<file path="config.mk">
export PLATFORM = sky130hd
export DESIGN_NAME = hbridge_gate_ctrl
export DESIGN_NICKNAME = d
export VERILOG_FILES = /design/src/rtl/hbg_pkg.sv /design/src/rtl/hbg_sync.sv /design/src/rtl/hbg_seq.sv /design/src/rtl/hbg_leg.sv /design/src/rtl/hbg_half.sv /design/src/rtl/hbridge_gate_ctrl.sv
export SDC_FILE = /design/constraint.sdc
export NUM_CORES = 1
export LEC_CHECK = 0
export BUFFER_PORTS_ARGS = -buffer_cell sky130_fd_sc_hd__buf_4
export CELL_PAD_IN_SITES_DETAIL_PLACEMENT = 1
export CELL_PAD_IN_SITES_GLOBAL_PLACEMENT = 1
export CORE_MARGIN = 1
export CORE_UTILIZATION = 46
export CTS_BUF_LIST = sky130_fd_sc_hd__clkbuf_16
export DETAILED_ROUTE_END_ITERATION = 6
export GPL_TIMING_DRIVEN = 0
export HOLD_SLACK_MARGIN = 0.12
export MAX_ROUTING_LAYER = met4
export PLACE_DENSITY = 0.84
export REMOVE_ABC_BUFFERS = 1
export SLEW_MARGIN = 20
export SYNTH_ARGS = -nofsm -noshare
export SYNTH_HDL_FRONTEND = slang
export SYNTH_HIERARCHICAL = 1
export SYNTH_SLANG_ARGS = --single-unit
export TNS_END_PERCENT = 100
</file>
<file path="constraint.sdc">
create_clock -name clk -period 3 [get_ports clk]
set_input_delay 0.45 -clock clk [delete_from_list [all_inputs] [get_ports clk]]
set_output_delay 0.45 -clock clk [all_outputs]
set_load 0.005 [all_outputs]
</file>
<file path="src/rtl/hbg_pkg.sv">
package hbg_pkg;
    localparam int unsigned HALVES = 2;

    typedef enum logic [1:0] {
        SEQ_OFF  = 2'd0,
        SEQ_WAKE = 2'd1,
        SEQ_RUN  = 2'd2
    } seq_state_e;

    typedef struct packed {
        logic lo;
        logic hi;
    } leg_pair_t;

    function automatic logic count_done(input logic [15:0] cnt, input logic [15:0] lim);
        return cnt >= lim;
    endfunction
endpackage

</file>
<file path="src/rtl/hbg_sync.sv">
module hbg_sync #(
    parameter int unsigned W = 1,
    parameter logic [W-1:0] RST_VAL = '0
) (
    input  logic         clk,
    input  logic         rst,
    input  logic [W-1:0] d,
    output logic [W-1:0] q
);
    logic [W-1:0] stage1;

    always_ff @(posedge clk) begin
        if (rst) begin
            stage1 <= RST_VAL;
            q      <= RST_VAL;
        end else begin
            stage1 <= d;
            q      <= stage1;
        end
    end
endmodule

</file>
<file path="src/rtl/hbg_seq.sv">
module hbg_seq
    import hbg_pkg::*;
#(
    parameter int unsigned CNT_W = 8
) (
    input  logic             clk,
    input  logic             rst,
    input  logic             off_s,
    input  logic [CNT_W-1:0] refresh_len,
    input  logic [CNT_W-1:0] hi_wait_len,
    output logic             refresh_q,
    output logic             hi_allow
);
    seq_state_e       state;
    logic [CNT_W-1:0] cnt;
    logic [CNT_W:0]   cnt_nxt;

    assign cnt_nxt  = {1'b0, cnt} + 1'b1;
    assign hi_allow = (state == SEQ_RUN) && !off_s;

    always_ff @(posedge clk) begin
        if (rst || off_s) begin
            state     <= SEQ_OFF;
            cnt       <= '0;
            refresh_q <= 1'b0;
        end else begin
            case (state)
                SEQ_OFF: begin
                    state     <= SEQ_WAKE;
                    cnt       <= '0;
                    refresh_q <= (refresh_len != '0);
                end
                SEQ_WAKE: begin
                    cnt       <= cnt_nxt[CNT_W-1:0];
                    refresh_q <= cnt_nxt < {1'b0, refresh_len};
                    if (cnt_nxt >= {1'b0, hi_wait_len})
                        state <= SEQ_RUN;
                end
                default: begin
                    state     <= SEQ_RUN;
                    refresh_q <= 1'b0;
                end
            endcase
        end
    end
endmodule

</file>
<file path="src/rtl/hbg_leg.sv">
module hbg_leg #(
    parameter int unsigned CNT_W = 8
) (
    input  logic             clk,
    input  logic             rst,
    input  logic             req,
    input  logic             opp_on,
    input  logic [CNT_W-1:0] dly,
    output logic             on_q
);
    logic [CNT_W-1:0] cnt;

    always_ff @(posedge clk) begin
        if (rst || !req) begin
            on_q <= 1'b0;
            cnt  <= '0;
        end else if (on_q) begin
            on_q <= 1'b1;
        end else if (opp_on) begin
            cnt <= '0;
        end else if (cnt >= dly) begin
            on_q <= 1'b1;
            cnt  <= '0;
        end else begin
            cnt <= cnt + 1'b1;
        end
    end
endmodule

</file>
<file path="src/rtl/hbg_half.sv">
module hbg_half
    import hbg_pkg::*;
#(
    parameter int unsigned CNT_W = 8
) (
    input  logic             clk,
    input  logic             rst,
    input  leg_pair_t        cmd,
    input  logic             off_s,
    input  logic             hi_allow,
    input  logic             refresh,
    input  logic [CNT_W-1:0] dly_lo,
    input  logic [CNT_W-1:0] dly_hi,
    output leg_pair_t        gate
);
    logic lo_req, hi_req, lo_on, hi_on, lo_gate;

    assign lo_req  = cmd.lo && !off_s;
    assign hi_req  = cmd.hi && !cmd.lo && hi_allow;
    assign lo_gate = lo_on || refresh;

    hbg_leg #(.CNT_W(CNT_W)) u_lo (
        .clk(clk), .rst(rst), .req(lo_req), .opp_on(hi_on), .dly(dly_lo), .on_q(lo_on)
    );

    hbg_leg #(.CNT_W(CNT_W)) u_hi (
        .clk(clk), .rst(rst), .req(hi_req), .opp_on(lo_gate), .dly(dly_hi), .on_q(hi_on)
    );

    assign gate.lo = lo_gate;
    assign gate.hi = hi_on;
endmodule

</file>
<file path="src/rtl/hbridge_gate_ctrl.sv">
module hbridge_gate_ctrl
    import hbg_pkg::*;
#(
    parameter int unsigned CNT_W  = 8,
    parameter int unsigned N_HALF = HALVES
) (
    input  logic              clk,
    input  logic              rst,
    input  logic [N_HALF-1:0] cmd_lo,
    input  logic [N_HALF-1:0] cmd_hi,
    input  logic              bridge_off,
    input  logic [CNT_W-1:0]  dead_hi,
    input  logic [CNT_W-1:0]  dead_lo,
    input  logic [CNT_W-1:0]  refresh_len,
    input  logic [CNT_W-1:0]  hi_wait_len,
    output logic [N_HALF-1:0] gate_lo,
    output logic [N_HALF-1:0] gate_hi
);
    localparam int unsigned CMD_W = 2 * N_HALF;

    logic [N_HALF-1:0] cmd_lo_s, cmd_hi_s;
    logic              off_s;
    logic              refresh_q, hi_allow;
    logic [CNT_W-1:0]  dead_hi_q, dead_lo_q, refresh_len_q, hi_wait_len_q;

    hbg_sync #(.W(CMD_W), .RST_VAL('0)) u_sync_cmd (
        .clk(clk), .rst(rst), .d({cmd_hi, cmd_lo}), .q({cmd_hi_s, cmd_lo_s})
    );

    hbg_sync #(.W(1), .RST_VAL(1'b1)) u_sync_off (
        .clk(clk), .rst(rst), .d(bridge_off), .q(off_s)
    );

    always_ff @(posedge clk) begin
        if (rst) begin
            dead_hi_q     <= '0;
            dead_lo_q     <= '0;
            refresh_len_q <= '0;
            hi_wait_len_q <= '0;
        end else begin
            dead_hi_q     <= dead_hi;
            dead_lo_q     <= dead_lo;
            refresh_len_q <= refresh_len;
            hi_wait_len_q <= hi_wait_len;
        end
    end

    hbg_seq #(.CNT_W(CNT_W)) u_seq (
        .clk(clk), .rst(rst), .off_s(off_s),
        .refresh_len(refresh_len_q), .hi_wait_len(hi_wait_len_q),
        .refresh_q(refresh_q), .hi_allow(hi_allow)
    );

    for (genvar h = 0; h < N_HALF; h++) begin : g_half
        leg_pair_t cmd_h, gate_h;
        assign cmd_h.lo = cmd_lo_s[h];
        assign cmd_h.hi = cmd_hi_s[h];

        hbg_half #(.CNT_W(CNT_W)) u_half (
            .clk(clk), .rst(rst), .cmd(cmd_h), .off_s(off_s),
            .hi_allow(hi_allow), .refresh(refresh_q),
            .dly_lo(dead_lo_q), .dly_hi(dead_hi_q), .gate(gate_h)
        );

        assign gate_lo[h] = gate_h.lo;
        assign gate_hi[h] = gate_h.hi;
    end
endmodule

</file>
Word level (Yosys, flattened, before mapping):

Index checks and enable logic that the tools add are counted.

* flip-flop bits (word level): 89
* input bits: 39
* logic and storage cells: 81

* add/sub/neg operators: 5
* order comparisons: 6
* equal/unequal tests: 3
* mux-type cells: 24
* reductions and logical operators: 24

Operators with widths (count)
* $mux W8: 8
* $add A8 B1 Y8 const B: 4
* $ge A8 B8 Y1: 4
* $pmux W8 S2: 1
* $mux W1: 12
* $add A8 B1 Y9 const B: 1
* $ge A9 B8 Y1: 1
* $lt A9 B8 Y1: 1
* $reduce_bool A8 Y1: 1
* $logic_and A1 B1 Y1: 7
* $logic_not A1 Y1: 7
* $logic_or A1 B1 Y1: 7
* $pmux W2 S2: 1
* $eq A2 B1 Y1 const B: 1
* $eq A2 B2 Y1 const B: 1
* $logic_not A2 Y1: 1
* $mux W2: 1
* $ne A2 B1 Y1 const B: 1
* $pmux W1 S2: 1
* $reduce_bool A2 Y1: 1

Logic depth before layout (Yosys ltp):

Gate-level depths: netlist (run 1).

* word-level depth: 5
* gate-level depth with buffers: 9
* gate-level depth less buffers: 9

Cells and area by module:

Netlist (run 1), hierarchy kept.

By module, submodules not included
* hbg_leg: times used 4, cells an instance 85, area an instance 684.4 um2, sequential area each 180.2 um2
* hbg_seq: times used 1, cells an instance 125, area an instance 957.2 um2, sequential area each 220.2 um2
* hbridge_gate_ctrl: times used 1, cells an instance 67, area an instance 863.3 um2, sequential area each 640.6 um2
* hbg_sync (u_sync_cmd): times used 1, cells an instance 16, area an instance 210.2 um2, sequential area each 160.2 um2
* hbg_half: times used 2, cells an instance 5, area an instance 36.3 um2, sequential area each 0.0 um2
* hbg_sync (u_sync_off): times used 1, cells an instance 4, area an instance 52.6 um2, sequential area each 40.0 um2

Worst setup path before layout (run 1):

OpenSTA, ideal clock, no wires.

* path type: register to register
* start: register u_seq.cnt[0]
* end: register u_seq.state[0]
* library setup time: 0.059 ns
* arrival: 2.330 ns
* path slack: 0.612 ns
* stages on the path, launching flop included: 9
* period minus slack after synthesis: 2.388 ns
* cells stage by stage: dfxtp_1 > ha_1 > nand3_1 > or2_1 > xnor2_1 > ha_1 > a21o_1 > a2111oi_0 > a31o_2

* longest elaborated chain between the ends: 3

RTL lines
* start, declared: line hbg_seq.sv:15 `logic [CNT_W-1:0] cnt;`
* start signal, assigned: line hbg_seq.sv:34 `cnt <= cnt_nxt[CNT_W-1:0];`
* $add A8 B1 Y9: line hbg_seq.sv:18 `assign cnt_nxt = {1'b0, cnt} + 1'b1;`
* $ge A9 B8 Y1: line hbg_seq.sv:36 `if (cnt_nxt >= {1'b0, hi_wait_len})`
* $ne A2 B1 Y1 (no source line)
* end signal, assigned: line hbg_seq.sv:23 `state <= SEQ_OFF;`
* end signal, assigned: line hbg_seq.sv:37 `state <= SEQ_RUN;`
* end signal, assigned: line hbg_seq.sv:40 `state <= SEQ_RUN;`
* end, declared: line hbg_seq.sv:14 `seq_state_e state;`

No other way between the ends.
A chain may end at the register's enable or synchronous reset.

Final worst setup path (run 1):

Ends and elaborated chain as after synthesis.

==> flow_summary.yaml, run 1 <==
final_layout:
  finish.instance_area_sq_mm: 0.00556
  num_antenna_cells: 0
  post-route-util_pct: 53.9
  drive_gt1_share_pct: 14.1
  stdcell_count: 737
  nets: 688
  area_delta_synth_final_pct: 13.6
critical_path:
  crit_required_ns: 3.30
  crit_fanout: 7
  start_kind: "flip-flop"
  worstSetupPathType: "flip-flop to flip-flop"
  worstPathArrival_ns: 3.06
  crit_path_end_kind: "flip-flop"
placement:
  dp.final_hpwl_um: 8850
  place_congestion: 0.817
  placedCellCount: 722
  place_ws_ns: 0.0625
  port_buffers: 42
  dpl_cell_area_sq_mm: 0.00529
drt:
  wl_per_cell_um: 16.0
  drc: 0
  drt_iter0_markers: 134
  ant_nets: 0
  viasPerCell: 5.54
  firstDrtPassIters: 4
  vias: 4083
  drt_wl_total_um: 11800
die:
  io_pins: 43
  initial_core_util_pct: 47.4
  dieWidth_um: 105
  core_sq_mm: 0.0103
  die_y_um: 105
  rows: 37
  dieArea_sq_mm: 0.0111
power:
  power_density_mw_per_mm2: 446
  leakage_nw: 2.23
  ir_worst_vdd_mv: 0.463
  total_power_mw: 2.48
grt:
  grt_pass1_wl_um: 20200
  antenna_found_initial: 0
  grt_overflow: 0
  grt_pass1_vias: 4379
  grtUsageTotal_pct: 23.9
  grt_max_degree: 49
synthesis:
  synthSimpleGateAreaFrac_pct: 27.0
  syn-cell-area_sq_mm: 0.00489
  synth_top_family_by_area: "simple AND/OR/NAND/NOR gates"
  ys_seq_elements: 89
  ys_warn_count: 6
  seq_area_frac_synth_pct: 36.4
  synth_cells: 562
  synth_mux_area_share_pct: 0
  ys_types: 46
  synth_compound_area_share_pct: 16.5
  syn_avg_cell_area_sq_um: 8.71
  synthAdderAreaFrac_pct: 13.3
  synth_xor_area_share_pct: 1.07
timing:
  holdWs_ns: 0.285
  min_period_over_period_pct: 91.8
  fin_setup_tns_ns: 0
  worst-slew-pin-transition_ns: 0.754
  final-setup-viol-count: 0
  finalMaxSlewViolations: 0
  layout_min_cycle_time_ns: 2.75
  hold_violations: 0
  rsz0062_at_grt: "false"
  setup_ws_ns: 0.246
  worst_clock_skew_ns: 0.00536
  relSlewSlack_pct: 49.7
  max_freq_mhz: 363
clock_tree:
  clkLatencyLatePin_ns: 0.35
  clock_sinks: 89
  cts-root-buf: "clkbuf_16"
  clockBufferDepth: 2
  clkTransAtPathRegs_ns: 0.07
  cts_tree: "built"
  h-tree-depth: 3
  cts_hold_buf: 0
  cts_buffers: 9
  cts_setup_buffers: 0
min_path:
  hp-class: "input pin to flip-flop"
run_status:
  status: "complete, no violations"
job:
  cap_violations: 0
## worst paths after layout
kind / from / to / depth (start not counted) / slack [ns]
worst max-delay path: u_seq/cnt[0] / u_seq/state[0] / 8 / 0.25
worst min-delay path: bridge_off / u_sync_off/stage1 / 2 / 0.29
worst min register to register: u_sync_off/stage1 / u_sync_off/q / 1 / 0.41
worst max register to register: u_seq/cnt[0] / u_seq/state[0] / 8 / 0.25
## sequential cells by signal, summed over array words and instances, names as in the netlist, 8 cells and up
signal	count
dead_hi_q	8
g_half.u_half/u_lo/cnt	16
dead_lo_q	8
refresh_len_q	8
u_seq/cnt	8
hi_wait_len_q	8
g_half.u_half/u_hi/cnt	16
## cell usage in the layout, fill, tap and decap left out, types with 3 or more instances in the layout
cell type | synthesis | routed
o21ai_1 | 8 | 8
and3_1 | 5 | 5
a21o_1 | 8 | 8
or2_2 | 5 | 5
nand2b_1 | 9 | 9
o31ai_2 | 4 | 4
nand3b_1 | 5 | 5
a31oi_1 | 17 | 17
inv_1 | 50 | 50
or3_1 | 8 | 8
nor2_1 | 16 | 16
o21ai_0 | 3 | 3
or4_4 | 4 | 4
buf_4 | 7 | 42
ha_1 | 52 | 52
or4_1 | 17 | 17
clkbuf_16 | 0 | 9
nand2_1 | 50 | 50
nor3b_1 | 5 | 5
o31a_2 | 4 | 4
nand3_1 | 35 | 35
dfxtp_1 | 89 | 89
and2_1 | 4 | 4
nor3_1 | 7 | 7
or2_1 | 9 | 9
a21oi_4 | 4 | 4
xnor2_1 | 4 | 4
a211oi_4 | 4 | 4
nor2b_1 | 49 | 49
a21oi_1 | 40 | 40
o21a_1 | 5 | 5
o31ai_1 | 4 | 4
## final cells by class
class | instances | area (sq um)
fill | 1232 | 4760
multi-input combinational | 405 | 2840
sequential | 89 | 1780
timing repair buffer | 42 | 315
clock buffer | 9 | 225
inverter | 50 | 188
tap | 136 | 170
clock inverter | 6 | 43.8
## synth_stat cells, drive strengths merged
master / number / area, sq um
nor2b: 49 / 307
nor3: 7 / 35.0
a21oi: 44 / 265
nor3b: 5 / 37.5
nor4: 2 / 12.5
o32ai: 2 / 17.5
inv: 50 / 188
nand4: 2 / 12.5
nand2: 50 / 188
o31ai: 8 / 80.1
dfxtp: 89 / 1780
nand2b: 9 / 56.3
o211ai: 1 / 7.51
o21ai: 11 / 55.1
a211oi: 6 / 95.1
and2: 4 / 25.0
a21o: 8 / 60.1
a31o: 1 / 8.76
xnor2: 4 / 35.0
o2111ai: 1 / 8.76
and3b: 2 / 17.5
or3: 8 / 50.1
nand3b: 5 / 37.5
a2111oi: 1 / 8.76
o31a: 4 / 40.0
nor2: 16 / 60.1
or2: 15 / 93.8
a22oi: 2 / 15.0
clkbuf: 6 / 22.5
buf: 12 / 71.3
o21a: 5 / 37.5
xor2: 2 / 17.5
and3: 5 / 31.3
or4: 21 / 173
a31oi: 17 / 106
ha: 52 / 651
nand3: 36 / 185
## what timing repair did
item,CTS,global route
setup endpoints to repair,0,2
hold endpoints to repair,0,0
resized for setup,0,2
## critical path, cell delays in order, from the launching register on
cell       delay [ns]
dfxtp_1          0.49
ha_1             0.24
nand3_1          0.21
or2_1            0.34
xnor2_1          0.30
ha_1             0.31
a21o_1           0.17
a2111oi_2        0.43
a31o_2           0.21
## power breakdown
| group | internal [mW] | switching (mW) | total (mW) |
|---|---|---|---|
| Clock | 0.561 | 0.493 | 1.05 |
| Sequential | 1.21 | 0.0184 | 1.23 |
| Combinational | 0.0980 | 0.0996 | 0.198 |
| Total | 1.87 | 0.611 | 2.48 |
## layer usage
| layer | track usage, % | vias up | routed length [um] |
|---|---|---|---|
| li1 | - | 2034 | - |
| met1 | 26.3 | 1985 | 5250 |
| met2 | 42.8 | 50 | 6080 |
| met3 | 6.05 | 14 | 326 |
| met4 | 6.34 | 0 | 155 |
| met5 | - | - | 0 |
## cells by family after synthesis
group                      after synthesis
and+or+nand+nor                        236
AOI/OAI and AO/OA                      111
DFF                                     89
buffers and inverters                   68
adders and majority gates               52
xor gates and xnor gates                 6
(Power assumes the default switching activity.)
==> inputs of run 2 (changes only) <==
--- a/config.mk
+++ b/config.mk
@@ -16,7 +16,6 @@
 export HOLD_SLACK_MARGIN = 0.12
 export MAX_ROUTING_LAYER = met4
 export PLACE_DENSITY = 0.84
-export REMOVE_ABC_BUFFERS = 1
 export SLEW_MARGIN = 20
 export SYNTH_ARGS = -nofsm -noshare
 export SYNTH_HDL_FRONTEND = slang
==> flow_summary.yaml, run 2 (same netlist as run 1, synthesis figures left out) <==
placement:
  dpl_cell_area_sq_mm: 0.00538
  placedCellCount: 740
  place_congestion: 0.845
  dp.final_hpwl_um: 9280
  port_buffers: 42
final_layout:
  drive_gt1_share_pct: 15.2
  nets: 706
  post-route-util_pct: 55.6
  finish.instance_area_sq_mm: 0.00574
  largest_registers: "g_half.u_half/u_hi/cnt (16), g_half.u_half/u_lo/cnt (16)"
  final_cell_mix: "dfxtp_1, ha_1, inv_1, nand2_1"
  area_delta_synth_final_pct: 17.3
  stdcell_count: 756
  num_antenna_cells: 0
  layout_commonest_cell: "dfxtp_1"
drt:
  vias: 4253
  drt_iter0_markers: 210
  drt_wl_total_um: 12600
  wl_per_cell_um: 16.6
  viasPerCell: 5.63
  firstDrtPassIters: 4
  drc: 0
  ant_nets: 0
critical_path:
  crit_fanout: 7
  crit_required_ns: 3.29
  crit_path_end_kind: "flip-flop"
  worstSetupPathType: "flip-flop to flip-flop"
  start_kind: "flip-flop"
  worstPathArrival_ns: 3.15
clock_tree:
  cts_tree: "built"
  clkTransAtPathRegs_ns: 0.07
  cts_hold_buf: 0
  clockBufferDepth: 2
  clock_sinks: 89
  clkLatencyLatePin_ns: 0.35
  cts_buffers: 9
  cts-root-buf: "clkbuf_16"
  h-tree-depth: 3
grt:
  grtUsageMet1_pct: 28.1
  grt_overflow: 0
  grt_pass1_wl_um: 20900
  busiest_layer: "met2"
  grtUsageTotal_pct: 24.6
  grt_max_degree: 22
  met2_usage_pct: 42.5
  grt_util_met3_pct: 4.49
  grt_pass1_vias: 4472
  antenna_found_initial: 0
timing:
  relSlewSlack_pct: 67.9
  worst-slew-pin-transition_ns: 0.480
  min_period_over_period_pct: 95.2
  rsz0062_at_grt: "false"
  max_freq_mhz: 350
  hold_violations: 0
  finalMaxSlewViolations: 0
  fin_setup_tns_ns: 0
  final-setup-viol-count: 0
  layout_min_cycle_time_ns: 2.86
  worst_clock_skew_ns: 0.00842
min_path:
  hp-class: "input pin to flip-flop"
power:
  ir_worst_vdd_mv: 0.280
  power_density_mw_per_mm2: 481
  total_power_mw: 2.76
  leakage_nw: 2.32
die:
  initial_core_util_pct: 47.4
  dieArea_sq_mm: 0.0111
  core_sq_mm: 0.0103
  rows: 37
  die_y_um: 105
  dieWidth_um: 105
  io_pins: 43
job:
  cap_violations: 0
run_status:
  status: "complete, no violations"
synthesis:
  syn_nets: 653
==> run 2: cell count changes in the layout (fill, tap and decap cells not counted), sizes merged <==
cell	previous run	this run
buf	42	54
clkinv	3	0
bufinv	0	3
inv	52	53
clkbuf	9	15
==> run 2: metrics by stage <==
stage / worst slack (ns) / hold WS, ns
2_1_floorplan: 0.612 / 0.385
3_3_place_gp: 0.133 / 0.397
3_5_place_dp: 0.00198 / 0.397
4_1_cts: 0.117 / 0.293
5_1_grt: 0.0704 / 0.302
6_report: 0.145 / 0.300
==> run 2: area by class of cell <==
| type | count | area, sq um |
|---|---|---|
| flip-flops and latches | 89 | 1780 |
| clock buffers | 9 | 225 |
| plain buffers | 18 | 93.8 |
| repair buffers | 42 | 315 |
| clock inverters | 7 | 124 |
| multi-input cells | 405 | 2840 |
| fillers | 1206 | 4580 |
| well taps | 136 | 170 |
| inverters | 50 | 188 |
==> run 2: metal layers <==
metal / routed length (um) / vias to the layer above
met5: 0 / -
met4: 312 / 0
met3: 375 / 25
met2: 6400 / 85
met1: 5480 / 2071
li1: - / 2072
==> run 2: repair_timing <==
item	in CTS	in global routing
pin swaps	0	0
setup endpoints to repair	2	2
resized for setup	2	1
endpoints found under the hold margin	0	0
setup buffers	0	0
==> run 2: worst max-delay path, stage by stage (launching register included) <==
cell and delay (ns):
dfxtp_1 0.47, ha_1 0.26, nand3_1 0.23, or2_1 0.38, xnor2_2 0.27, ha_1 0.31
a21o_1 0.18, a2111oi_2 0.47, a31o_2 0.23
==> run 2: worst paths after layout <==
path | start | end | slack, ns | cells past startpoint
hold / removal | bridge_off | u_sync_off/stage1 | 0.30 | 2
hold reg to reg | u_sync_off/stage1 | u_sync_off/q | 0.41 | 1
setup / recovery | u_seq/cnt[0] | u_seq/state[0] | 0.14 | 8
setup reg to reg | u_seq/cnt[0] | u_seq/state[0] | 0.14 | 8
==> run 2: power by group <==
part | switching [mW] | total (mW) | internal [mW]
sequential | 0.0155 | 1.23 | 1.21
combinational | 0.106 | 0.208 | 0.102
clock | 0.505 | 1.33 | 0.823
